`src/rtl/pwm_ctr_pkg.sv`:
```
`timescale 1ns/1ps
package pwm_ctr_pkg;
  typedef enum logic {
    SLOPE_DOWN = 1'b0,
    SLOPE_UP   = 1'b1
  } slope_e;
endpackage

```
`src/rtl/pwm_ctr_carrier.sv`:
```
`timescale 1ns/1ps
module pwm_ctr_carrier
  import pwm_ctr_pkg::*;
#(
  parameter int CNT_W = 10
) (
  input  logic             clk,
  input  logic             rst_n,
  input  logic             run_i,
  output logic [CNT_W-1:0] cnt_o,
  output logic             peak_o,
  output logic             valley_o,
  output logic             reload_o
);
  localparam logic [CNT_W-1:0] TOP    = {CNT_W{1'b1}};
  localparam logic [CNT_W-1:0] TOP_M1 = {{(CNT_W-1){1'b1}}, 1'b0};

  logic [CNT_W-1:0] cnt_q;
  slope_e           slope_q;

  // Idle parks the carrier at the top so a restart opens a fresh period.
  always_ff @(posedge clk or negedge rst_n) begin
    if (!rst_n) begin
      cnt_q   <= TOP;
      slope_q <= SLOPE_DOWN;
    end else if (!run_i) begin
      cnt_q   <= TOP;
      slope_q <= SLOPE_DOWN;
    end else if (cnt_q == '0) begin
      cnt_q   <= cnt_q + 1'b1;
      slope_q <= SLOPE_UP;
    end else if (cnt_q == TOP) begin
      cnt_q   <= cnt_q - 1'b1;
      slope_q <= SLOPE_DOWN;
    end else if (slope_q == SLOPE_UP) begin
      cnt_q <= cnt_q + 1'b1;
    end else begin
      cnt_q <= cnt_q - 1'b1;
    end
  end

  assign cnt_o    = cnt_q;
  assign peak_o   = (cnt_q == TOP);
  assign valley_o = (cnt_q == '0);
  // Capture window: the edge leaving the last rising step enters the top.
  assign reload_o = !run_i || ((slope_q == SLOPE_UP) && (cnt_q == TOP_M1));

  AST_CARRIER_STEP: assert property (@(posedge clk) disable iff (!rst_n)
    run_i |=> ((cnt_q == $past(cnt_q) + 1'b1) || (cnt_q == $past(cnt_q) - 1'b1)));
  AST_TOP_TURNS: assert property (@(posedge clk) disable iff (!rst_n)
    (run_i && (cnt_q == TOP)) |=> (cnt_q == TOP_M1));
endmodule

```
`src/rtl/pwm_ctr_trim.sv`:
```
`timescale 1ns/1ps
module pwm_ctr_trim #(
  parameter int CNT_W = 10,
  parameter int OFS_W = 7
) (
  input  logic                    clk,
  input  logic                    rst_n,
  input  logic                    load_i,
  input  logic [CNT_W-1:0]        duty_i,
  input  logic signed [OFS_W-1:0] ofs_i,
  output logic [CNT_W-1:0]        cmp_o
);
  localparam int               SW  = CNT_W + 2;
  localparam logic [CNT_W-1:0] TOP = {CNT_W{1'b1}};

  logic signed [SW-1:0] duty_s;
  logic signed [SW-1:0] ofs_s;
  logic signed [SW-1:0] sum_s;
  logic [CNT_W-1:0]     trim_w;
  logic [CNT_W-1:0]     cmp_q;

  assign duty_s = $signed({2'b00, duty_i});
  assign ofs_s  = $signed({{(SW-OFS_W){ofs_i[OFS_W-1]}}, ofs_i});
  assign sum_s  = duty_s + ofs_s;

  always_comb begin
    if (sum_s < $signed({SW{1'b0}})) begin
      trim_w = '0;
    end else if (sum_s > $signed({2'b00, TOP})) begin
      trim_w = TOP;
    end else begin
      trim_w = sum_s[CNT_W-1:0];
    end
  end

  always_ff @(posedge clk or negedge rst_n) begin
    if (!rst_n) begin
      cmp_q <= '0;
    end else if (load_i) begin
      cmp_q <= trim_w;
    end
  end

  assign cmp_o = cmp_q;

  AST_TRIM_NO_NEG_WRAP: assert property (@(posedge clk) disable iff (!rst_n)
    (load_i && (sum_s < $signed({SW{1'b0}}))) |=> (cmp_q == '0));
endmodule

```
`src/rtl/pwm_ctr_cmp.sv`:
```
`timescale 1ns/1ps
module pwm_ctr_cmp #(
  parameter int CNT_W = 10
) (
  input  logic             clk,
  input  logic             rst_n,
  input  logic             run_i,
  input  logic [CNT_W-1:0] cnt_i,
  input  logic [CNT_W-1:0] cmp_i,
  input  logic             peak_i,
  input  logic             valley_i,
  output logic             gate_o,
  output logic             smp_o
);
  localparam logic [CNT_W-1:0] TOP  = {CNT_W{1'b1}};
  localparam logic [CNT_W-1:0] HALF = {1'b1, {(CNT_W-1){1'b0}}};

  logic full_w;
  logic on_mid_w;

  assign full_w   = (cmp_i == TOP);
  assign on_mid_w = (cmp_i > HALF);
  assign gate_o   = run_i && (full_w || (cmp_i > cnt_i));
  // Sample inside the wider interval: on-pulse middle or off-interval middle.
  assign smp_o    = run_i && (on_mid_w ? valley_i : peak_i);

  AST_SMP_AT_TURN: assert property (@(posedge clk) disable iff (!rst_n)
    smp_o |-> ((cnt_i == '0) || (cnt_i == TOP)));
  AST_SMP_ONE_CYCLE: assert property (@(posedge clk) disable iff (!rst_n)
    smp_o |=> !smp_o);
  AST_ZERO_HOLDS_LOW: assert property (@(posedge clk) disable iff (!rst_n)
    (cmp_i == '0) |-> !gate_o);
  AST_FULL_HOLDS_HIGH: assert property (@(posedge clk) disable iff (!rst_n)
    (run_i && full_w) |-> gate_o);
endmodule

```
`src/rtl/pwm_center_trig.sv`:
```
`timescale 1ns/1ps
module pwm_center_trig #(
  parameter int CNT_W = 10,
  parameter int OFS_W = 7
) (
  input  logic                    clk,
  input  logic                    rst_n,
  input  logic                    en_i,
  input  logic [CNT_W-1:0]        duty_i,
  input  logic signed [OFS_W-1:0] ofs_i,
  output logic                    gate_o,
  output logic                    smp_o,
  output logic                    prd_start_o
);
  logic             en_q;
  logic [CNT_W-1:0] cnt_w;
  logic [CNT_W-1:0] cmp_w;
  logic             peak_w;
  logic             valley_w;
  logic             reload_w;

  always_ff @(posedge clk or negedge rst_n) begin
    if (!rst_n) begin
      en_q <= 1'b0;
    end else begin
      en_q <= en_i;
    end
  end

  pwm_ctr_carrier #(.CNT_W(CNT_W)) carrier_i (
    .clk      (clk),
    .rst_n    (rst_n),
    .run_i    (en_q),
    .cnt_o    (cnt_w),
    .peak_o   (peak_w),
    .valley_o (valley_w),
    .reload_o (reload_w)
  );

  pwm_ctr_trim #(.CNT_W(CNT_W), .OFS_W(OFS_W)) trim_i (
    .clk    (clk),
    .rst_n  (rst_n),
    .load_i (reload_w),
    .duty_i (duty_i),
    .ofs_i  (ofs_i),
    .cmp_o  (cmp_w)
  );

  pwm_ctr_cmp #(.CNT_W(CNT_W)) cmp_i (
    .clk      (clk),
    .rst_n    (rst_n),
    .run_i    (en_q),
    .cnt_i    (cnt_w),
    .cmp_i    (cmp_w),
    .peak_i   (peak_w),
    .valley_i (valley_w),
    .gate_o   (gate_o),
    .smp_o    (smp_o)
  );

  assign prd_start_o = en_q && peak_w;

  AST_CMP_FIXED_IN_PERIOD: assert property (@(posedge clk) disable iff (!rst_n)
    (en_q && !prd_start_o) |-> $stable(cmp_w));
  AST_IDLE_QUIET: assert property (@(posedge clk) disable iff (!rst_n)
    !en_q |-> (!gate_o && !smp_o && !prd_start_o));
  AST_FLAG_SINGLE: assert property (@(posedge clk) disable iff (!rst_n)
    prd_start_o |=> !prd_start_o);
endmodule

```
`config.mk`:
```
export PLATFORM = sky130hd
export DESIGN_NAME = pwm_center_trig
export DESIGN_NICKNAME = d
export VERILOG_FILES = /design/src/rtl/pwm_ctr_pkg.sv /design/src/rtl/pwm_ctr_carrier.sv /design/src/rtl/pwm_ctr_trim.sv /design/src/rtl/pwm_ctr_cmp.sv /design/src/rtl/pwm_center_trig.sv
export SDC_FILE = /design/constraint.sdc
export NUM_CORES = 1
export LEC_CHECK = 0
export BUFFER_PORTS_ARGS = -buffer_cell sky130_fd_sc_hd__buf_2
export CORE_MARGIN = 2
export CORE_UTILIZATION = 65
export CTS_BUF_LIST = sky130_fd_sc_hd__clkbuf_8
export CTS_CLUSTER_DIAMETER = 100
export DETAILED_ROUTE_END_ITERATION = 16
export PLACE_DENSITY = 0.87
export RECOVER_POWER = 100
export SYNTH_ARGS = -nofsm -noshare
export SYNTH_HDL_FRONTEND = slang
export SYNTH_SLANG_ARGS = --single-unit
```
`constraint.sdc`:
```
create_clock -name clk -period 3.45 [get_ports clk]
set_input_delay 0.5175 -clock clk [delete_from_list [all_inputs] [get_ports clk]]
set_output_delay 0.5175 -clock clk [all_outputs]
set_load 0.01 [all_outputs]
```
# After elaboration in Yosys (flattened, before gate mapping)

Cells that the tools add are included.
Widths: inputs -> output; s select.

Register bits: 22
Bits of input ports: 20
Word-level logic and storage cells: 33

$add $sub $neg: 3
$lt $le $gt $ge: 4
Equality and inequality tests: 4
Multiplexer cells: 10
Reductions and logical operators: 8

Operator list:

| operator              | count |
|---|---|
| $mux 10               | 6 |
| $eq 10x10->1 const B  | 3 |
| $add 11x7->12         | 1 |
| $gt 12x11->1 const B  | 1 |
| $lt 12x1->1 const B   | 1 |
| $add 10x1->10 const B | 1 |
| $gt 10x10->1          | 1 |
| $gt 10x10->1 const B  | 1 |
| $logic_not 10->1      | 1 |
| $sub 10x1->10 const B | 1 |
| $logic_and 1x1->1     | 4 |
| $mux 1                | 4 |
| $ne 3x1->1 const B    | 1 |
| $logic_or 1x1->1      | 2 |
| $logic_not 1->1       | 1 |

# Longest topological paths before layout

Word-level depth: 5
Gate-level depth with buffers: 10

# Cells and area by module

From an unflattened synthesis, not the netlist that was laid out.

Cell total of the unflattened synthesis: 270
Area total of the unflattened synthesis: 2427.3 um^2

By module, submodules not included:

| module          | instances | cells each | area each (um^2) | sequential area each (um^2) |
|---|---|---|---|---|
| pwm_ctr_trim    | 1         | 132        | 1183.6           | 250.2 |
| pwm_ctr_carrier | 1         | 93         | 882.1            | 287.8 |
| pwm_ctr_cmp     | 1         | 43         | 330.3            | 0.0 |
| pwm_center_trig | 1         | 2          | 31.3             | 25.0 |

# Worst setup path before layout

Ideal clock, no wire load.

Kind: in2reg
Start: input port duty_i[0]
End: register trim_i.cmp_q[0], in the netlist trim_i.cmp_o[0]
Setup time: 101 ps
Arrival time: 2239 ps
Slack: 1110 ps
Stages: 10
Buffers on the path: 1
Path through: ha_1 > inv_1 > fa_1 > nor2b_1 > o31a_1 > o211a_1 > nor2_1 > o211a_1 > buf_6 > o32ai_1

Cells in the longest elaborated chain, start to end: 4
Elaborated cells on any way between the ends: 5
Those cells by class: add/sub: 1; order compare: 2; mux: 2

Ends and longest elaborated chain:

| what                 | RTL line             | text |
|---|---|---|
| from (decl)          | pwm_center_trig.sv:9 | `input logic [CNT_W-1:0] duty_i,` |
| $add 11x7->12 (*)    | pwm_ctr_trim.sv:24   | `assign sum_s = duty_s + ofs_s;` |
| $gt 12x11->1         | pwm_ctr_trim.sv:29   | `end else if (sum_s > $signed({2'b00, TOP})) begin` |
| $mux 10              | pwm_ctr_trim.sv:29   |  |
| $mux 10 (*)          | pwm_ctr_trim.sv:27   | `if (sum_s < $signed({SW{1'b0}})) begin` |
| to (signal assigned) | pwm_ctr_trim.sv:40   | `cmp_q <= trim_w;` |
| to (decl)            | pwm_ctr_trim.sv:20   | `logic [CNT_W-1:0] cmp_q;` |

Mark *: on every way between the ends. The rest lies on a longest branch, timed or not.
A chain may end at the register's enable or synchronous reset.

# Worst setup path after layout

Start: register carrier_i.cnt_q[3], in the netlist carrier_i.cnt_o[3]
End: output port gate_o

Cells in the longest elaborated chain, start to end: 3

Ends and longest elaborated chain:

| what                   | RTL line              | text |
|---|---|---|
| from (decl)            | pwm_ctr_carrier.sv:18 | `logic [CNT_W-1:0] cnt_q;` |
| from (signal assigned) | pwm_ctr_carrier.sv:30 | `cnt_q <= cnt_q + 1'b1;` |
| from (signal assigned) | pwm_ctr_carrier.sv:33 | `cnt_q <= cnt_q - 1'b1;` |
| from (signal assigned) | pwm_ctr_carrier.sv:36 | `cnt_q <= cnt_q + 1'b1;` |
| $gt 10x10->1           | pwm_ctr_cmp.sv:23     | `assign gate_o = run_i && (full_w \|\| (cmp_i > cnt_i));` |
| $logic_or 1x1->1       | pwm_ctr_cmp.sv:23     |  |
| $logic_and 1x1->1      | pwm_ctr_cmp.sv:23     |  |
| to (decl)              | pwm_center_trig.sv:11 | `output logic gate_o,` |

No other way between the ends.

==> impl_metrics.toml <==
[sta]
relSlewSlack_pct = 25.2
period_needed_ps = 2720
fin_tns_setup_ps = 0
fin_skew_ps = 8.61
fin_hold_ws_ps = 363
max_slew.worst_pin.slew_ps = 1120
fmax_mhz = 368
rsz0062_at_grt = "false"
hold_violations = 0
drv_slew = 0
final.period_utilization_pct = 78.8
setup_viol = 0

[setup_path]
setup.worst_path.class = "reg2out"
start_kind = "register"
critPathSlowestCell = "dfstp_1"
worstRegToRegCells = 7
cp_slowest_stage_delay_ps = 580
required_ps = 2930
rr_startpoint = "carrier_i.cnt_o[0]"
reg2reg_slack_ps = 950
arrival_ps = 2200
worstReg2RegEnd = "carrier_i.cnt_o[2]"
cp_top_family = "compound AO/OA/AOI/OAI gates"
endpoint_kind = "output pin"
crit_path_cell_trace = "inv_1 > ha_1 > a21o_1 > a21o_1 > a21oi_1 > o211ai_1 > a21oi_1 > nor2b_1 > clkbuf_1"
crit_path_max_fanout = 5
crit_buf_inv = 2

[clocking]
cts-htree-levels = 1
cts-root-buf = "clkbuf_8"
postCtsSetupBuffers = 0
insertion_delay_ps = 260
cts_resized = 0
clk_pin_slew_ps = 70
numCtsBuffers = 3
clk_path_buf_depth = 2
cts_hold_buf = 0
cts.sinks = 22
cts_tree = "built"

[detailed_routing]
met3_length_um = 258
vias = 1846
ant_nets = 0
drc_errors = 0
top_layer = "met4"
wl_per_cell_um = 13.9
wl_met2_um = 1910
drtIter0Drc = 164
m1WireLength_um = 2000
drt_wl_total_um = 4210
firstDrtPassIters = 5
viasPerCell = 6.11

[placed_design]
dpl.cell_count = 298
dp_hpwl_um = 3190
portBuffers = 22
gp_congestion = 0.878
dpl-instance-area_um2 = 2160

[yosys]
synth_top_area_share_pct = 14.7
ys_warn_count = 0
synth_cells = 238
synthArstFlopShare_pct = 100
ys.flop_type = "dfrtp_1"
synth-edff-count = 0
synthesis.area_um2 = 2040
synth.avg_cell_area_um2 = 8.57
synth_area_leaders = "dfrtp_1 (15%), ha_1 (15%), dfstp_2 (13%), xnor2_1 (4.3%), inv_1 (3.9%)"
synth_top_cell_by_area = "dfrtp_1"
ys_seq_area_share_pct = 27.6
synth_nets = 283
yosysUniqueCellTypes = 47
synth_seq_cells = 22

[layout]
stdcell_area_um2 = 2200
area_delta_synth_final_pct = 7.85
layout_common_cells = "ha_1 (24), inv_1 (22), nand2_1 (20)"
finalNonFillerCells = 302
diodes = 0
drive_above_1_share_pct = 13.6
layout_commonest_cell = "ha_1"
nets = 304

[outcome]
status = "complete, no violations"

[floorplan]
row_count = 20
initial_utilization_pct = 67.4
die_w_um = 60.0
dieHeight_um = 60.0
io_pins = 23
dieArea_um2 = 3600
core_um2 = 3030

[power_and_ir_drop]
cellPowerDensity_nw_per_um2 = 317
swShare_pct = 33.6
power.leakage_nw = 1.10
switchingPower_uw = 234
p_clk_share_pct = 22.9
p_int_uw = 463
ir_worst_vdd_mv = 0.232
p_total_uw = 697
p_comb_share_pct = 31.4
seq_power_share_pct = 45.8

[global_route]
antenna_found_initial = 0
grt_util_all_layers_pct = 24.9
grt_pass1_vias = 1606
grt_overflow = 0
grt_pass1_wl_um = 6950
grt_max_degree = 23

[hold_path]
min_path_type = "in2reg"
hold_start = "en_i"
min_to = "en_q"
whs_path_depth = 1

[run]
drv_cap = 0
[power groups by stage]
stage	sequential [mW]	combinational [mW]	clock [mW]
2_1_floorplan	0.311	0.169	0
3_3_place_gp	0.322	0.210	0
3_5_place_dp	0.323	0.218	0
4_1_cts	0.318	0.220	0.164
5_1_grt	0.322	0.247	0.174
6_report	0.319	0.219	0.159
[worst reg2reg max path, cell delays in order (launching register included)]
cell and delay, ps:
dfstp_1 700, ha_1 290, inv_1 60, nor3_1 370, o22a_1 490, mux2i_1 290
xnor2_1 150, nand2_1 70
[synthesized netlist by cell type (all sizes together), types with 4 or more instances]
master and n:
a21o 7, a21oi 14, buf 6, dfrtp 12, dfstp 10, ha 24, inv 21, mux2i 6
nand2 20, nand3 9, nand4 6, nor2 18, nor2b 7, nor3 10, o211ai 4, o21a 4
o21ai 7, o31ai 5, o32ai 8, xnor2 10
[per-layer routing]
metal / track usage [%] / vias up
met1: 36.0 / 864
met4: 4.13 / 0
met3: 4.98 / 4
li1: - / 906
met2: 38.8 / 72
met5: 0 / -
[metrics by stage]
stage	utilization (%)	setup WS, ps
after floorplan	-	1110
after global placement	71.5	908
after detailed placement	71.5	827
after CTS	73.0	788
after global routing	72.7	625
final	72.7	733
[area by class of cell]
type                       instances  area, um^2
multi-input combinational        188        1350
fill                             240         827
sequential                        22         563
timing repair buffer              23         111
inverter                          21        78.8
tap                               44        55.1
clock buffer                       3        41.3
clock inverter                     1        3.75
[how the worst max path moves through the flow]
stage / startpoint / end / slack [ps] / cells past startpoint
after floorplan: duty_i[0] / trim_i.cmp_o[0] / 1110 / 10
after global placement: duty_i[3] / trim_i.cmp_o[1] / 910 / 8
after detailed placement: duty_i[0] / trim_i.cmp_o[9] / 830 / 10
after CTS: carrier_i.cnt_o[3] / gate_o / 790 / 9
after global routing: carrier_i.cnt_o[3] / gate_o / 630 / 9
final: carrier_i.cnt_o[3] / gate_o / 730 / 9
[flip-flops by register name, indices dropped and copies added, names as in the netlist]
signal / flops
carrier_i.cnt_o: 10
trim_i.cmp_o: 10
en_q: 1
carrier_i.slope_q: 1
[cell families after synthesis]
group	synth area share, %
AO/OA/AOI/OAI	22.0
buffers and inverters	6.25
adder cells (fa/ha/maj)	15.7
XOR/XNOR	5.58
flip-flops	27.6
multiplexers	3.49
AND/OR/NAND/NOR	19.4
No activity file was read; power rests on OpenSTA's default activity.
